`src/rtl/pav_pkg.sv`:
```
// Shared types for the polynomial-noise voice.
// Assumes a 4-bit control code; the decode below is the single place
// where a code maps onto waveform source, gating and modulus.
package pav_pkg;

    localparam int MOD_W = 7;

    typedef enum logic [1:0] {
        REG_FREQ = 2'd0,
        REG_CTRL = 2'd1,
        REG_VOL  = 2'd2,
        REG_NONE = 2'd3
    } reg_addr_e;

    typedef enum logic [2:0] {
        SRC_ONE,
        SRC_P4,
        SRC_P5,
        SRC_P9,
        SRC_DIV
    } wave_src_e;

    typedef enum logic [1:0] {
        P4_EVERY,
        P4_ON_WRAP,
        P4_ON_P5
    } p4_clk_e;

    typedef struct packed {
        wave_src_e        src;
        p4_clk_e          p4_clk;
        logic             div_on_p5;
        logic [MOD_W-1:0] modulus;
    } voice_cfg_t;

    // Map a control code onto the voice configuration.
    function automatic voice_cfg_t decode_ctrl(input logic [3:0] code);
        voice_cfg_t cfg;
        cfg.src       = SRC_ONE;
        cfg.p4_clk    = P4_EVERY;
        cfg.div_on_p5 = 1'b0;
        cfg.modulus   = MOD_W'(1);
        case (code)
            4'h1: cfg.src = SRC_P4;
            4'h2: begin
                cfg.src     = SRC_P4;
                cfg.p4_clk  = P4_ON_WRAP;
                cfg.modulus = MOD_W'(15);
            end
            4'h3: begin
                cfg.src    = SRC_P4;
                cfg.p4_clk = P4_ON_P5;
            end
            4'h4, 4'h5: begin
                cfg.src     = SRC_DIV;
                cfg.modulus = MOD_W'(2);
            end
            4'h6, 4'hA: begin
                cfg.src     = SRC_DIV;
                cfg.modulus = MOD_W'(31);
            end
            4'h7: begin
                cfg.src       = SRC_DIV;
                cfg.div_on_p5 = 1'b1;
                cfg.modulus   = MOD_W'(2);
            end
            4'h8: cfg.src = SRC_P9;
            4'h9: cfg.src = SRC_P5;
            4'hC, 4'hD: begin
                cfg.src     = SRC_DIV;
                cfg.modulus = MOD_W'(6);
            end
            4'hE: begin
                cfg.src     = SRC_DIV;
                cfg.modulus = MOD_W'(93);
            end
            4'hF: begin
                cfg.src       = SRC_DIV;
                cfg.div_on_p5 = 1'b1;
                cfg.modulus   = MOD_W'(6);
            end
            default: cfg.src = SRC_ONE;
        endcase
        return cfg;
    endfunction

endpackage

```
`src/rtl/pav_rate_div.sv`:
```
// Rate prescaler: emits one-clock advance pulses at tick rate / (N+1).
// Assumes tick_en is a one-clock strobe; a divisor lowered below the
// running count fires on the next tick (>= compare) rather than wrapping.
module pav_rate_div #(
    parameter int FW = 5
) (
    input  logic          clk,
    input  logic          rst_n,
    input  logic          tick_en,
    input  logic [FW-1:0] div_val,
    output logic          step
);

    logic [FW-1:0] cnt_q;

    // Fire when the tick count has reached the divisor.
    always_comb step = tick_en && (cnt_q >= div_val);

    // Count ticks, restart after each fire.
    always_ff @(posedge clk) begin
        if (!rst_n)       cnt_q <= '0;
        else if (tick_en) cnt_q <= step ? '0 : cnt_q + 1'b1;
    end

endmodule

```
`src/rtl/pav_lfsr.sv`:
```
// Fibonacci shift register for polynomial x^W + x^TAP + 1.
// Shifts left on adv; output bit is the MSB. Reset seed is all ones,
// so the register never reaches the all-zero lock-up state.
module pav_lfsr #(
    parameter int W   = 4,
    parameter int TAP = 3
) (
    input  logic         clk,
    input  logic         rst_n,
    input  logic         adv,
    output logic [W-1:0] state
);

    logic fb;

    // Feedback from the two polynomial terms.
    always_comb fb = state[W-1] ^ state[TAP-1];

    // Seed on reset, shift on advance.
    always_ff @(posedge clk) begin
        if (!rst_n)   state <= '1;
        else if (adv) state <= {state[W-2:0], fb};
    end

endmodule

```
`src/rtl/pav_wave_seq.sv`:
```
// Shared modulo counter and waveform selector.
// Assumes cfg.modulus >= 1; a modulus of 1 pins the counter at 0.
// wrap marks the advance at which the counter leaves its last value.
module pav_wave_seq
    import pav_pkg::*;
(
    input  logic       clk,
    input  logic       rst_n,
    input  logic       clear,
    input  logic       step,
    input  voice_cfg_t cfg,
    input  logic       p4_bit,
    input  logic       p5_bit,
    input  logic       p9_bit,
    output logic       wave,
    output logic       wrap
);

    logic [MOD_W-1:0] cnt_q;
    logic [MOD_W-1:0] last_val;
    logic             cnt_adv;

    // Decide whether the counter moves and whether it wraps.
    always_comb begin
        last_val = cfg.modulus - 1'b1;
        cnt_adv  = step && (!cfg.div_on_p5 || p5_bit);
        wrap     = cnt_adv && (cnt_q >= last_val);
    end

    // Modulo counter; a control write restarts it.
    always_ff @(posedge clk) begin
        if (!rst_n)       cnt_q <= '0;
        else if (clear)   cnt_q <= '0;
        else if (cnt_adv) cnt_q <= (cnt_q >= last_val) ? '0 : cnt_q + 1'b1;
    end

    // Select the waveform source for the active code.
    always_comb begin
        case (cfg.src)
            SRC_P4:  wave = p4_bit;
            SRC_P5:  wave = p5_bit;
            SRC_P9:  wave = p9_bit;
            SRC_DIV: wave = (cnt_q >= (cfg.modulus >> 1));
            default: wave = 1'b1;
        endcase
    end

endmodule

```
`src/rtl/poly_audio_voice.sv`:
```
// Top of one tone/noise voice: setting registers, rate prescaler,
// three noise registers, shared counter, and registered amplitude.
// Assumes FREQ_W >= VOL_W so control and volume fit in wr_data.
module poly_audio_voice
    import pav_pkg::*;
#(
    parameter int FREQ_W = 5,
    parameter int VOL_W  = 4
) (
    input  logic              clk,
    input  logic              rst_n,
    input  logic              tick_en,
    input  logic              wr_en,
    input  logic [1:0]        wr_addr,
    input  logic [FREQ_W-1:0] wr_data,
    output logic [VOL_W-1:0]  amp_out
);

    localparam int CTRL_W = 4;

    logic [FREQ_W-1:0] freq_q;
    logic [CTRL_W-1:0] ctrl_q;
    logic [VOL_W-1:0]  vol_q;
    logic              step;
    logic              ctrl_wr;
    logic              wave;
    logic              wrap;
    logic              p4_adv;
    logic [3:0]        p4_q;
    logic [4:0]        p5_q;
    logic [8:0]        p9_q;
    voice_cfg_t        cfg;

    // Setting writes; address 3 is a hole.
    always_ff @(posedge clk) begin
        if (!rst_n) begin
            freq_q <= '0;
            ctrl_q <= '0;
            vol_q  <= '0;
        end else if (wr_en) begin
            case (reg_addr_e'(wr_addr))
                REG_FREQ: freq_q <= wr_data;
                REG_CTRL: ctrl_q <= wr_data[CTRL_W-1:0];
                REG_VOL:  vol_q  <= wr_data[VOL_W-1:0];
                default:  ;
            endcase
        end
    end

    // Decode the active code and the 4-bit register's gating.
    always_comb begin
        cfg     = decode_ctrl(ctrl_q);
        ctrl_wr = wr_en && (reg_addr_e'(wr_addr) == REG_CTRL);
        case (cfg.p4_clk)
            P4_ON_WRAP: p4_adv = wrap;
            P4_ON_P5:   p4_adv = step && p5_q[4];
            default:    p4_adv = step;
        endcase
    end

    pav_rate_div #(.FW(FREQ_W)) u_rate (
        .clk     (clk),
        .rst_n   (rst_n),
        .tick_en (tick_en),
        .div_val (freq_q),
        .step    (step)
    );

    pav_lfsr #(.W(4), .TAP(3)) u_p4 (
        .clk (clk), .rst_n (rst_n), .adv (p4_adv), .state (p4_q)
    );

    pav_lfsr #(.W(5), .TAP(3)) u_p5 (
        .clk (clk), .rst_n (rst_n), .adv (step), .state (p5_q)
    );

    pav_lfsr #(.W(9), .TAP(5)) u_p9 (
        .clk (clk), .rst_n (rst_n), .adv (step), .state (p9_q)
    );

    pav_wave_seq u_seq (
        .clk    (clk),
        .rst_n  (rst_n),
        .clear  (ctrl_wr),
        .step   (step),
        .cfg    (cfg),
        .p4_bit (p4_q[3]),
        .p5_bit (p5_q[4]),
        .p9_bit (p9_q[8]),
        .wave   (wave),
        .wrap   (wrap)
    );

    // Gate the volume with the waveform into the output register.
    always_ff @(posedge clk) begin
        if (!rst_n) amp_out <= '0;
        else        amp_out <= wave ? vol_q : '0;
    end

endmodule

```
`config.mk`:
```
export PLATFORM = sky130hd
export DESIGN_NAME = poly_audio_voice
export DESIGN_NICKNAME = d
export VERILOG_FILES = /design/src/rtl/pav_pkg.sv /design/src/rtl/pav_rate_div.sv /design/src/rtl/pav_lfsr.sv /design/src/rtl/pav_wave_seq.sv /design/src/rtl/poly_audio_voice.sv
export SDC_FILE = /design/constraint.sdc
export NUM_CORES = 1
export LEC_CHECK = 0
export ABC_AREA = 1
export BUFFER_PORTS_ARGS = -buffer_cell sky130_fd_sc_hd__buf_4
export CAP_MARGIN = 40
export CORE_ASPECT_RATIO = 1.2
export CORE_MARGIN = 2
export CORE_UTILIZATION = 35
export CTS_BUF_LIST = sky130_fd_sc_hd__clkbuf_16
export DETAILED_ROUTE_END_ITERATION = 12
export PLACE_DENSITY_LB_ADDON = 0.05
export SLEW_MARGIN = 15
export SYNTH_ARGS = -nofsm -noshare
export SYNTH_HDL_FRONTEND = slang
export SYNTH_HIERARCHICAL = 1
export SYNTH_SLANG_ARGS = --single-unit
export TNS_END_PERCENT = 30
```
`constraint.sdc`:
```
create_clock -name clk -period 5.75 [get_ports clk]
set_input_delay 0.575 -clock clk [delete_from_list [all_inputs] [get_ports clk]]
set_output_delay 0.575 -clock clk [all_outputs]
set_load 0.01 [all_outputs]
```
## Word level (Yosys, flattened, before mapping)

Index checks and enable logic that the tools add are counted.

- Bits in registers: 47
- Bits of input ports: 11
- Output and inout port bits: 4
- Logic and storage cells: 68

- Add/subtract/negate cells: 3
- $lt $le $gt $ge: 3
- Equality and inequality tests: 22
- Mux-type cells: 8
- Bitwise logic cells: 4
- Reduce and logical (&&, ||, !) cells: 19

Operators by type and width:

| operator | number |
|---|---|
| $pmux W7 S5 | 1 |
| $eq A4 B4 Y1 const B | 7 |
| $eq A4 B3 Y1 const B | 4 |
| $pmux W3 S4 | 1 |
| $reduce_or A3 Y1 | 3 |
| $reduce_or A9 Y1 | 1 |
| $eq A4 B2 Y1 const B | 2 |
| $reduce_and A2 Y1 | 4 |
| $add A7 B1 Y7 const B | 1 |
| $ge A7 B6 Y1 | 1 |
| $ge A7 B7 Y1 | 1 |
| $mux W7 | 1 |
| $sub A7 B1 Y7 const B | 1 |
| $eq A3 B2 Y1 const B | 2 |
| $reduce_or A2 Y1 | 3 |
| $add A5 B1 Y5 const B | 1 |
| $ge A5 B5 Y1 | 1 |
| $logic_and A1 B1 Y1 | 5 |
| $mux W5 | 1 |
| $eq A2 B1 Y1 const B | 2 |
| $eq A2 B2 Y1 const B | 2 |
| $eq A4 B1 Y1 const B | 1 |
| $pmux W1 S4 | 1 |
| $pmux W2 S2 | 1 |
| other kinds (9) | 11 |

## Longest topological paths before layout

- Depth after elaboration: 8
- Gate-level depth with buffers: 22
- Depth with buffers taken out: 22

## Modules after synthesis

Netlist, hierarchy kept.

Modules (own cells, without submodules):

| module | times used | cells each | area an instance (µm²) |
|---|---|---|---|
| poly_audio_voice | 1 | 127 | 887.1 |
| pav_wave_seq | 1 | 134 | 884.6 |
| pav_rate_div | 1 | 52 | 385.4 |
| pav_lfsr at u_p9 | 1 | 42 | 321.6 |
| pav_lfsr at u_p5 | 1 | 25 | 190.2 |
| pav_lfsr at u_p4 | 1 | 20 | 156.4 |

## Worst setup path before layout

Ideal clock, no wire load.

- Path kind: register to register
- From: reg ctrl_q[1]
- To: reg u_p4.state[2]
- Data arrival time: 2.571 ns
- Required time: 5.603 ns
- Path slack: 3.031 ns
- Stages on the path, launching flop included: 21
- Buffers on the path: 0
- Cell sequence: dfxtp_1 nand2_2 nor2_2 a21oi_1 inv_1 ha_1 nand2_1 nor2_1 nand3_1 xor2_1 ha_1 nand2_1 inv_1 a21oi_1 nand2_1 nand2_1 inv_1 nand3b_1 o21ai_0 nand2_1 o211ai_1

RTL lines:

| item | RTL line | source |
|---|---|---|
| from (decl) | poly_audio_voice.sv:22 | `logic [CTRL_W-1:0] ctrl_q;` |
| from (signal assigned) | poly_audio_voice.sv:43 | `REG_CTRL: ctrl_q <= wr_data[CTRL_W-1:0];` |
| to (signal assigned) | pav_lfsr.sv:22 | `else if (adv) state <= {state[W-2:0], fb};` |
| to (decl) | pav_lfsr.sv:11 | `output logic [W-1:0] state` |

==> key figures <==
Setup path
  – Crit path DAT: 3.15 ns
  – Critical path fanouts, max: 7
  – CP required: 5.89 ns
  – Worst reg2reg setup slack: 2.74 ns
  – Nature of the critical path endpoint: register
  – Worst Setup Start Kind: register
  – CP Class: reg -> reg

Pwr
  – Clock network fraction of design power: 35.6%
  – Internal power: 0.568 mW
  – Seq pwr share: 46.0%
  – Worst VDD drop: 102 µV
  – Combinational share of power: 18.5%
  – Leakage: 1.59 nW
  – Switching Fraction: 29.3%
  – P_sw: 0.236 mW
  – PD cells: 255 nW/µm²

Routing
  – WL final: 5290 µm
  – Drt wl/cell: 10.4 µm
  – Final ANT Viol Nets: 0
  – Detailed-route DRC error count: 0
  – Via count: 2,298
  – Initial drt markers: 67
  – Via-to-Cell Ratio: 4.51
  – 1st-pass router iterations: 4

STA
  – Final Skew: 0.00714 ns
  – Hold Vio Cnt, Final: 0
  – Tmin final: 3.01 ns
  – Fin crit share: 52.4%
  – Max_slew headroom: 48.0%
  – Final setup violation count: 0
  – RSZ-0062 raised after global routing: false
  – Max Slew Vio Count: 0
  – Setup TNS Final: 0 ns
  – Fmax: 332 MHz
  – Slew @ Worst Pin: 0.779 ns

Status
  – Outcome: finished, final reports clean

CTS
  – Clk_lat worst skew: 0.29 ns
  – CTS tree: yes
  – Post-CTS setup buffer count: 0
  – TritonCTS Sinks: 47
  – CTS resizes: 0
  – H-tree depth: 2
  – Hold_buf cts: 0
  – Clock Tree Root: clkbuf_16
  – CTS Buf Count: 5
  – Clk buf depth: 2
  – Clock Pin Slew Worst Setup and Hold Paths: 0.06 ns

Global routing
  – Largest net degree at the start of global routing: 37
  – Total congestion overflow: 0
  – Vias in the first global route: 2,226
  – Initial antenna violation count: 0
  – First-pass GRT wire length: 9430 µm
  – Total GRT Usage: 13.2%

Placement
  – Placed instance area: 3000 µm²
  – RD Place Congestion: 0.799
  – HPWL Detailed: 4010 µm
  – Port-buffer cells: 14

Synth
  – Mapped Cells: 398
  – Post-synthesis instance area: 2820 µm²
  – Synth Area per Inst: 7.07 µm²
  – Yosys warns: 6

Floorplan
  – Initial core utilization: 36.3%
  – Core Region: 7750 µm²
  – I/O pin cnt: 15
  – Die area: 8780 µm²
  – Die Y: 102 µm
  – Die W: 85.9 µm
  – Cell row count: 35

Layout
  – Finished Cell Area: 3150 µm²
  – N_diodes: 0
  – Fin util: 40.6%
  – Layout cells sized above 1: 14.6%
  – Final nets: 451
  – Fillers: 853
  – P&R area growth vs syn: 11.8%

Min path
  – Worst hold path class: reg -> reg

Flow run
  – Max cap viols: 0
critical path, stage by stage (launching register included):
cell	delay, ns
dfxtp_1	0.43
nand2_2	0.15
nor2_2	0.18
a21oi_1	0.08
inv_1	0.08
ha_1	0.17
nand2_1	0.06
nor2_1	0.14
nand3_1	0.11
xor2_1	0.16
ha_1	0.29
nand2_1	0.09
inv_1	0.04
a21oi_1	0.12
nand2_1	0.06
nand2_1	0.08
inv_1	0.04
nand3b_1	0.06
o21ai_0	0.27
nand2_1	0.15
o211ai_1	0.09
registers in the layout, indices dropped and copies added (netlist names):
name and flops:
u_rate/cnt_q 5, u_p5/state 5, vol_q 4, amp_out 4
ctrl_q 4, u_seq/cnt_q 7, u_p9/state 9, u_p4/state 4
freq_q 5
layout make-up:
class,count,area [µm²],area share [%]
clock buffers,5,125,3.98
clock inverters,3,20.0,0.636
inverters,75,282,8.95
multi-input cells,273,1560,49.5
flip-flops and latches,47,941,29.9
well taps,92,115,3.66
repair buffers,14,105,3.34
power groups by stage:
stage / Combinational [mW] / Clock (mW) / Sequential [mW]
2_1_floorplan: 0.118 / 0 / 0.373
3_3_place_gp: 0.150 / 0 / 0.377
3_5_place_dp: 0.151 / 0 / 0.377
4_1_cts: 0.151 / 0.297 / 0.370
5_1_grt: 0.173 / 0.309 / 0.373
6_report: 0.148 / 0.286 / 0.369
metal layers:
layer	up-vias	part of all wire, %	GRT usage [%]
met1	1014	48	15.4
met2	17	48	24.2
li1	1262	-	-
met5	-	0	0
met4	0	1.4	4.03
met3	5	2.0	2.42
metrics by stage:
step                setup WS (ns)  hold WS [ns]  total power, mW  cells
floorplan                    3.04         0.416            0.491    399
global placement             2.79         0.426            0.527    501
detailed placement           2.74         0.429            0.527    501
CTS                          2.70         0.439            0.818    509
global route                 2.33         0.459            0.855    509
finish                       2.74         0.436            0.803    509
cells in the final DEF (no fill, tap or decap), types with 4 or more instances in the layout:
master and count:
o211ai_1 6, ha_1 24, dfxtp_1 47, nand3_1 27, nor2_4 4, o21ai_0 5, clkbuf_16 5, inv_2 10
nor2_1 45, nor2_2 7, buf_4 14, nand2_1 101, xor2_1 8, inv_1 65, a21oi_1 16
worst paths after layout:
check | startpoint | to | cells after the start
worst max-delay path | ctrl_q[1] | u_p4/state[2] | 20
worst min-delay path | vol_q[3] | amp_out[3] | 2
worst max register to register | ctrl_q[1] | u_p4/state[2] | 20
worst min register to register | vol_q[3] | amp_out[3] | 2
Power figures use the tool's default switching activity.
